**src/rtl/fileCmdPkg.sv**
```systemverilog
package fileCmdPkg;

  typedef enum logic [1:0] {
    KIND_NEXT = 2'd0,
    KIND_PREV = 2'd1,
    KIND_READ = 2'd2,
    KIND_SEEK = 2'd3
  } reqKind_t;

  localparam logic [7:0] CMD_NEXT = 8'h00;
  localparam logic [7:0] CMD_PREV = 8'h01;
  localparam logic [7:0] CMD_READ = 8'h02;
  localparam logic [7:0] CMD_OPEN = 8'h03;
  localparam logic [7:0] CMD_FWD  = 8'h04;
  localparam logic [7:0] CMD_BWD  = 8'h05;

  typedef enum logic [2:0] {
    ST_IDLE,
    ST_PARAM,
    ST_CMD,
    ST_COLLECT,
    ST_DONE
  } state_t;

  // control -> datapath strobes
  typedef struct packed {
    logic loadReq;    // accept a new request this cycle
    logic loadEntry;  // the accepted request is an entry fetch
    logic takeWord;   // a returned word is consumed this cycle
  } dpStrobe_t;

endpackage

```
**src/rtl/fileCmdCtrl.sv**
```systemverilog
module fileCmdCtrl
  import fileCmdPkg::*;
#(
  parameter int BYTE_W = 8
) (
  input  logic              clk,
  input  logic              rstN,
  input  logic              reqValid,
  input  logic [1:0]        reqKind,
  input  logic              reqBackward,
  input  logic [BYTE_W-1:0] reqSize,
  input  logic              srvBusy,
  input  logic              busOValid,
  input  logic              lastWord,
  output logic              reqReady,
  output logic              done,
  output logic [BYTE_W-1:0] busI,
  output logic              busIValid,
  output logic              busICtrl,
  output dpStrobe_t         strobe
);

  state_t            state, stateN;
  reqKind_t          kindQ;
  logic              backQ;
  logic [BYTE_W-1:0] sizeQ;
  logic [BYTE_W-1:0] cmdCode;
  reqKind_t          kindIn;

  assign kindIn = reqKind_t'(reqKind);

  always_ff @(posedge clk or negedge rstN) begin
    if (!rstN) begin
      state <= ST_IDLE;
      kindQ <= KIND_NEXT;
      backQ <= 1'b0;
      sizeQ <= '0;
    end else begin
      state <= stateN;
      if (state == ST_IDLE && reqValid) begin
        kindQ <= kindIn;
        backQ <= reqBackward;
        sizeQ <= reqSize;
      end
    end
  end

  always_comb begin
    unique case (kindQ)
      KIND_NEXT: cmdCode = BYTE_W'(CMD_NEXT);
      KIND_PREV: cmdCode = BYTE_W'(CMD_PREV);
      KIND_READ: cmdCode = BYTE_W'(CMD_READ);
      default:   cmdCode = backQ ? BYTE_W'(CMD_BWD) : BYTE_W'(CMD_FWD);
    endcase
  end

  always_comb begin
    stateN = state;
    unique case (state)
      ST_IDLE:
        if (reqValid)
          stateN = (kindIn == KIND_READ || kindIn == KIND_SEEK) ? ST_PARAM : ST_CMD;
      ST_PARAM:
        if (!srvBusy) stateN = ST_CMD;
      ST_CMD:
        if (!srvBusy) stateN = (kindQ == KIND_SEEK) ? ST_DONE : ST_COLLECT;
      ST_COLLECT:
        if (busOValid && lastWord) stateN = ST_DONE;
      ST_DONE:
        stateN = ST_IDLE;
      default:
        stateN = ST_IDLE;
    endcase
  end

  assign reqReady  = (state == ST_IDLE);
  assign done      = (state == ST_DONE);
  assign busIValid = (state == ST_PARAM || state == ST_CMD) && !srvBusy;
  assign busICtrl  = (state == ST_CMD);
  assign busI      = (state == ST_PARAM) ? sizeQ : cmdCode;

  assign strobe.loadReq   = (state == ST_IDLE) && reqValid;
  assign strobe.loadEntry = (kindIn == KIND_NEXT) || (kindIn == KIND_PREV);
  assign strobe.takeWord  = (state == ST_COLLECT) && busOValid;

  AST_BUSY_GATE: assert property (@(posedge clk) disable iff (!rstN)
    busIValid |-> !srvBusy);

  AST_CODE_LEGAL: assert property (@(posedge clk) disable iff (!rstN)
    (busIValid && busICtrl) |-> (busI <= BYTE_W'(CMD_BWD) && busI != BYTE_W'(CMD_OPEN)));

  AST_PARAM_ONCE: assert property (@(posedge clk) disable iff (!rstN)
    (busIValid && !busICtrl) |=> !(busIValid && !busICtrl));

  AST_IDLE_QUIET: assert property (@(posedge clk) disable iff (!rstN)
    reqReady |-> !busIValid);

  AST_DONE_SINGLE: assert property (@(posedge clk) disable iff (!rstN)
    done |=> (!done && reqReady));

endmodule

```
**src/rtl/fileCmdData.sv**
```systemverilog
module fileCmdData
  import fileCmdPkg::*;
#(
  parameter int DATA_W      = 32,
  parameter int BYTE_W      = 8,
  parameter int ENTRY_WORDS = 8,
  parameter int NAME_BYTES  = 11,
  parameter int DIR_BIT     = 1
) (
  input  logic                         clk,
  input  logic                         rstN,
  input  dpStrobe_t                    strobe,
  input  logic [BYTE_W-1:0]            reqSize,
  input  logic [DATA_W-1:0]            busO,
  output logic                         lastWord,
  output logic                         wordValid,
  output logic [DATA_W-1:0]            wordData,
  output logic [NAME_BYTES*BYTE_W-1:0] entryName,
  output logic                         entryIsDir,
  output logic [DATA_W-1:0]            entrySize
);

  localparam int LANES     = DATA_W / BYTE_W;
  localparam int CNT_W     = BYTE_W + 1;
  localparam int ATTR_WORD = NAME_BYTES / LANES;
  localparam int ATTR_LANE = NAME_BYTES % LANES;

  logic [CNT_W-1:0]  remain;
  logic [CNT_W-1:0]  wordIdx;
  logic              isEntryQ;
  logic              capture;
  logic [BYTE_W-1:0] nameQ    [NAME_BYTES];
  logic [BYTE_W-1:0] nameNext [NAME_BYTES];

  assign lastWord = (remain == CNT_W'(1));
  assign capture  = strobe.takeWord && isEntryQ;

  always_ff @(posedge clk or negedge rstN) begin
    if (!rstN) begin
      remain    <= '0;
      wordIdx   <= '0;
      isEntryQ  <= 1'b0;
      wordValid <= 1'b0;
      wordData  <= '0;
    end else begin
      wordValid <= strobe.takeWord;
      if (strobe.takeWord) wordData <= busO;
      if (strobe.loadReq) begin
        isEntryQ <= strobe.loadEntry;
        wordIdx  <= '0;
        remain   <= strobe.loadEntry ? CNT_W'(ENTRY_WORDS)
                                     : ({1'b0, reqSize} + CNT_W'(1));
      end else if (strobe.takeWord) begin
        wordIdx <= wordIdx + CNT_W'(1);
        remain  <= remain - CNT_W'(1);
      end
    end
  end

  for (genvar k = 0; k < NAME_BYTES; k++) begin : g_name
    assign nameNext[k] = (capture && wordIdx == CNT_W'(k / LANES))
                         ? busO[(k % LANES)*BYTE_W +: BYTE_W] : nameQ[k];
    assign entryName[k*BYTE_W +: BYTE_W] = nameQ[k];
  end

  always_ff @(posedge clk or negedge rstN) begin
    if (!rstN) begin
      for (int k = 0; k < NAME_BYTES; k++) nameQ[k] <= '0;
      entryIsDir <= 1'b0;
      entrySize  <= '0;
    end else begin
      nameQ <= nameNext;
      if (capture && wordIdx == CNT_W'(ATTR_WORD))
        entryIsDir <= busO[ATTR_LANE*BYTE_W + DIR_BIT];
      if (capture && wordIdx == CNT_W'(ENTRY_WORDS - 1))
        entrySize <= busO;
    end
  end

  AST_NO_UNDERFLOW: assert property (@(posedge clk) disable iff (!rstN)
    strobe.takeWord |-> (remain != '0));

  AST_ENTRY_RANGE: assert property (@(posedge clk) disable iff (!rstN)
    capture |-> (wordIdx < CNT_W'(ENTRY_WORDS)));

endmodule

```
**src/rtl/fileCmdRequester.sv**
```systemverilog
module fileCmdRequester
  import fileCmdPkg::*;
#(
  parameter int DATA_W      = 32,
  parameter int BYTE_W      = 8,
  parameter int ENTRY_WORDS = 8,
  parameter int NAME_BYTES  = 11
) (
  input  logic                         clk,
  input  logic                         rstN,
  input  logic                         reqValid,
  input  logic [1:0]                   reqKind,
  input  logic                         reqBackward,
  input  logic [BYTE_W-1:0]            reqSize,
  output logic                         reqReady,
  output logic                         done,
  output logic [BYTE_W-1:0]            busI,
  output logic                         busIValid,
  output logic                         busICtrl,
  input  logic                         srvBusy,
  input  logic [DATA_W-1:0]            busO,
  input  logic                         busOValid,
  output logic                         wordValid,
  output logic [DATA_W-1:0]            wordData,
  output logic [NAME_BYTES*BYTE_W-1:0] entryName,
  output logic                         entryIsDir,
  output logic [DATA_W-1:0]            entrySize
);

  dpStrobe_t strobe;
  logic      lastWord;

  fileCmdCtrl #(.BYTE_W(BYTE_W)) u_ctrl (
    .clk(clk), .rstN(rstN),
    .reqValid(reqValid), .reqKind(reqKind), .reqBackward(reqBackward), .reqSize(reqSize),
    .srvBusy(srvBusy), .busOValid(busOValid), .lastWord(lastWord),
    .reqReady(reqReady), .done(done),
    .busI(busI), .busIValid(busIValid), .busICtrl(busICtrl),
    .strobe(strobe)
  );

  fileCmdData #(
    .DATA_W(DATA_W), .BYTE_W(BYTE_W), .ENTRY_WORDS(ENTRY_WORDS), .NAME_BYTES(NAME_BYTES)
  ) u_data (
    .clk(clk), .rstN(rstN),
    .strobe(strobe), .reqSize(reqSize), .busO(busO),
    .lastWord(lastWord), .wordValid(wordValid), .wordData(wordData),
    .entryName(entryName), .entryIsDir(entryIsDir), .entrySize(entrySize)
  );

endmodule

```
**config.mk**
```make
export PLATFORM = sky130hd
export DESIGN_NAME = fileCmdRequester
export DESIGN_NICKNAME = d
export VERILOG_FILES = /design/src/rtl/fileCmdPkg.sv /design/src/rtl/fileCmdCtrl.sv /design/src/rtl/fileCmdData.sv /design/src/rtl/fileCmdRequester.sv
export SDC_FILE = /design/constraint.sdc
export NUM_CORES = 1
export LEC_CHECK = 0
export BUFFER_PORTS_ARGS = -buffer_cell sky130_fd_sc_hd__buf_2
export CORE_MARGIN = 1.5
export CORE_UTILIZATION = 52
export DETAILED_ROUTE_END_ITERATION = 6
export GPL_TIMING_DRIVEN = 0
export PLACE_DENSITY = 0.8
export SLEW_MARGIN = 40
export SYNTH_ARGS = -nofsm -noshare
export SYNTH_HDL_FRONTEND = slang
export SYNTH_HIERARCHICAL = 1
export SYNTH_SLANG_ARGS = --single-unit
```
**constraint.sdc**
```tcl
create_clock -name clk -period 3.01 [get_ports clk]
set_clock_uncertainty 0.2 [all_clocks]
set_input_delay 0.903 -clock clk [delete_from_list [all_inputs] [get_ports clk]]
set_output_delay 0.903 -clock clk [all_outputs]
set_load 0.1 [all_outputs]
```
==> results summary <==
Yosys instantiated no cell more often than sky130_fd_sc_hd__dfrtp_1. After the flow finishes, the layout carries non-filler instances totaling approximately 950. The average footprint of a synthesized cell is between 10 and 15 µm². The critical path contains buffers and inverters numbering 2 combined. The smallest clock period supported by the final layout is computed as ~2.9 ns.

The standard cell core area came out at 14400 µm². The flow ran to the end, and the final reports show no timing, DRC or antenna violations. The count of cells along the worst register-to-register path is 7. The number of flops mapped to enable cells by yosys is 0. The sequential share of the synthesized area is 0.614.

The initialized floorplan defines 44 standard-cell rows. The number of buffers added to fix hold violations after cts is 0. The share of the synthesized area in compound gates (AO/OA/AOI/OAI) came out at 0.0253. The post-synthesis share of cell area spent on full adders, half adders and majority gates is 0.0115. The fmax came out at approximately 340 MHz. The most instantiated flip-flop cell in the synthesis netlist is sky130_fd_sc_hd__dfrtp_1. The largest stage delay on the critical path is 0.50 ns. Of the total synthesized cell area, the portion taken by AND, OR, NAND and NOR gates is 0.0576. After synthesis, the largest family of logic cells by area is multiplexers. The via count of the first global-routing pass is ~5200. In the synthesized netlist, the number of instances is around 520. The number of DRC markers in iteration 0 came out at 160.

The arrival time reported for the critical path endpoint is ~1.8 ns. Summing over every cut layer, the via total after detailed routing is 5081. The detailed-placement wirelength estimate is ~12000 µm.

The top-area cell type share of the netlist area is 0.614. The number of buffers on the longest clock path came out at 2. The global router's overall resource usage came out at 0.234. The first-pass iteration count of the detailed router came out at 4. The xor-xnor portion of the synthesized cell area came out at 0.0207. The commonest cells after synthesis are 187 x sky130_fd_sc_hd__dfrtp_1, 153 x sky130_fd_sc_hd__mux2_2, 19 x sky130_fd_sc_hd__nand2_1. The endpoint identified for the worst register-to-register timing path is u_data/entryName[68]. The number of antenna cells inserted came out at 0.

In the final layout, the share of cells above drive strength 1 is 0.572. The transition time of the tightest slew-check pin is 0.726 ns. The total grt overflow is 0. Across all register-to-register paths, the minimum setup slack is ~0.26 ns. Clock-pin slew was measured on the worst setup and hold paths at roughly 0.07 ns. Of all nets on the critical path, the largest fanout is 10. Setup violations remaining at the end of the flow were counted as 0.

The final clock period utilization by the worst path came out at 0.973. The cell sitting at the root of the clock tree is a sky130_fd_sc_hd__clkbuf_16. The number of sinks handled by clock tree synthesis is between 150 and 200. The type of destination of the critical path is a primary output. By area the synthesized netlist is led by sky130_fd_sc_hd__dfrtp_1 61%, sky130_fd_sc_hd__mux2_2 23%, sky130_fd_sc_hd__buf_6 1.3%. The number of warnings issued by yosys came out at 6. The maximum level of the CTS H-tree came out at 4. The area of the die is ~15000 µm². The residual DRC count is 0. The maximum number of pins on one net before global-route repair came out at 81.

Measured against the total synthesized area, the mux share comes to 0.247. The effective utilization at floorplan is 0.528. The vertical die dimension is about 120 µm. The number of library cell types mapped by synthesis is between 40 and 50.

From left edge to right edge, the die measures 124 µm. The register bit count reported by yosys is 187. The number of primary I/O pins came out at about 210.

The final layout contains roughly 800 nets. By startpoint and endpoint, the worst setup path is classified as reg -> out. The total of buffers placed on input and output ports came out at 213. The launch point of the worst reg-to-reg path is u_ctrl/state[1]. The min-delay analysis places its worst path in the category in -> async. Summed over all instances, the cell type with the most area after synthesis is sky130_fd_sc_hd__dfrtp_1. In this design, the largest share of critical-path delay is due to flip-flops. The worst setup path is launched from a register.

The data required time of the worst path came out at between 1.5 and 2 ns. The signal on the critical path passes through nor3b_4 > buf_4 > nand2_1 > o31ai_2 > buf_6. The fill cell total of the finished layout is roughly 1000.

The total wire length after detailed routing is about 18000 µm. The latest clock arrival within the worst-skew pair is 0.43 ns. The detailed-route wire length per cell came out at 18.6 µm. The final hold violation count was 0. Setup repair after global routing left no endpoint under its margin. The final weighted congestion in routability-driven placement is 0.807.

On the critical path, the stage with the largest delay is an instance of sky130_fd_sc_hd__dfrtp_2. The async set-or-reset flop fraction in the synthesized netlist is 1.00. The number of buffers created by CTS came out at 17. Including well taps, the total number of placed cells is 914. The signed area change from the synthesized netlist to the final layout came out at 26.6%. Once detail routing completed, the nets flagged for antenna violations numbered 0.

The cell area after synthesis came out at between 7000 and 8000 µm². The post-synthesis net count is 570. The via density per instance came out at 5.38. The wire length of the first global-routing pass came out at 27000 µm. Max-cap violations in this run came to 0. TritonCTS built the clock tree. The worst-case headroom to the max-slew limit is 0.516. The final-report max-slew violation count came out at 0.

The initial antenna violation count is 0.
routing by layer:
metal  wire length [µm]  global-route usage  vias to the layer above  share of wire
li1                   -                   -                     2289              -
met1               7360               0.286                     2585           0.42
met2               8540               0.384                      191           0.49
met3               1450              0.0888                       16          0.083
met4                210              0.0767                        0          0.012
met5                  0                   0                        -              0
repair_timing:
| item | 4_1_cts | 5_1_grt |
|---|---|---|
| pin swaps | 0 | 1 |
| setup endpoints to repair | 7 | 120 |
| gates resized for setup | 11 | 7 |
| buffers inserted | 0 | 0 |
worst max-delay path by stage:
stage                         start              endpoint  cells past startpoint
finish              u_ctrl/state[2]               busI[1]                      5
global route        u_ctrl/state[2]               busI[1]                      5
CTS                 u_ctrl/state[2]               busI[1]                      5
detailed placement        busOValid  u_data/entryName[74]                      8
global placement               rstN  u_data/entryName[85]                      1
floorplan           u_ctrl/state[0]                  done                      2
worst register-to-register path, delay by kind of cell (launching register included):
family                 cells  cell delay, ns
AND/OR/NAND/NOR            4            1.14
flip-flops                 1            0.52
buffers and inverters      2            0.50
multiplexers               1            0.28
final cells by class:
class	instances	area [µm²]	area share
Buffer	22	160	0.0166
Clock buffer	20	457	0.0473
Clock inverter	12	136	0.0141
Inverter	7	26.3	0.00272
Multi-Input combinational cell	298	2800	0.290
Sequential cell	187	4680	0.485
Tap cell	184	230	0.0239
Timing Repair Buffer	215	1160	0.120
per-stage QoR:
step | setup WS [ns] | cell area [µm²] | utilization | hold slack (ns) | TNS [ns]
global placement | -1.88 | 8950 | 0.620 | 0.268 | -362.55
CTS | 0.0185 | 9640 | 0.668 | 0.143 | 0
floorplan | -0.768 | 7650 | - | 0.272 | -1.81
finish | 0.0817 | 9650 | 0.669 | 0.154 | 0
global route | 0.00250 | 9650 | 0.669 | 0.157 | 0
detailed placement | -0.226 | 9010 | 0.625 | 0.276 | -18.68
flip-flops by register name, indices dropped and copies added, names as in the netlist:
signal / cells
u_data/entryName: 88
u_data/entrySize: 32
u_data/wordData: 32
u_data/remain: 9
u_data/wordIdx: 9
u_ctrl/sizeQ: 8
u_ctrl/state: 3
u_ctrl/kindQ: 2
u_ctrl/backQ: 1
u_data/entryIsDir: 1
u_data/isEntryQ: 1
u_data/wordValid: 1
cell families (layout without fill, tap and decap cells):
group                      after synthesis  count (layout)
DFF                                    187             187
AOI/OAI and AO/OA                       31              31
adders and majority gates                7               7
muxes                                  165             165
xor gates and xnor gates                18              18
buffers and inverters                   30             276
and+or+nand+nor                         77              77
cell usage in the layout, fill, tap and decap left out, types with 3 or more instances in the layout:
cell type / Yosys / layout
sky130_fd_sc_hd__nand2_2: 3 / 3
sky130_fd_sc_hd__buf_6: 9 / 11
sky130_fd_sc_hd__buf_4: 0 / 6
sky130_fd_sc_hd__nand4_1: 4 / 4
sky130_fd_sc_hd__inv_1: 7 / 7
sky130_fd_sc_hd__mux2_1: 5 / 5
sky130_fd_sc_hd__nand2_1: 19 / 19
sky130_fd_sc_hd__xnor2_1: 8 / 8
sky130_fd_sc_hd__and3_1: 3 / 3
sky130_fd_sc_hd__xor2_1: 10 / 10
sky130_fd_sc_hd__clkbuf_1: 8 / 7
sky130_fd_sc_hd__o21ai_0: 9 / 7
sky130_fd_sc_hd__and2_1: 5 / 5
sky130_fd_sc_hd__o22ai_1: 6 / 6
sky130_fd_sc_hd__nor3_1: 6 / 5
sky130_fd_sc_hd__nand2b_1: 3 / 3
sky130_fd_sc_hd__clkinv_2: 0 / 3
sky130_fd_sc_hd__mux2_2: 153 / 153
sky130_fd_sc_hd__ha_1: 7 / 7
sky130_fd_sc_hd__a21oi_1: 6 / 6
sky130_fd_sc_hd__clkbuf_16: 0 / 17
sky130_fd_sc_hd__nand3_1: 5 / 5
sky130_fd_sc_hd__nor2_1: 14 / 14
sky130_fd_sc_hd__buf_2: 5 / 208
sky130_fd_sc_hd__dfrtp_1: 187 / 186
sky130_fd_sc_hd__mux2_4: 6 / 6
Power is not shown: default switching activity piles up to over one toggle a cycle in this logic, so the estimate is an artifact.
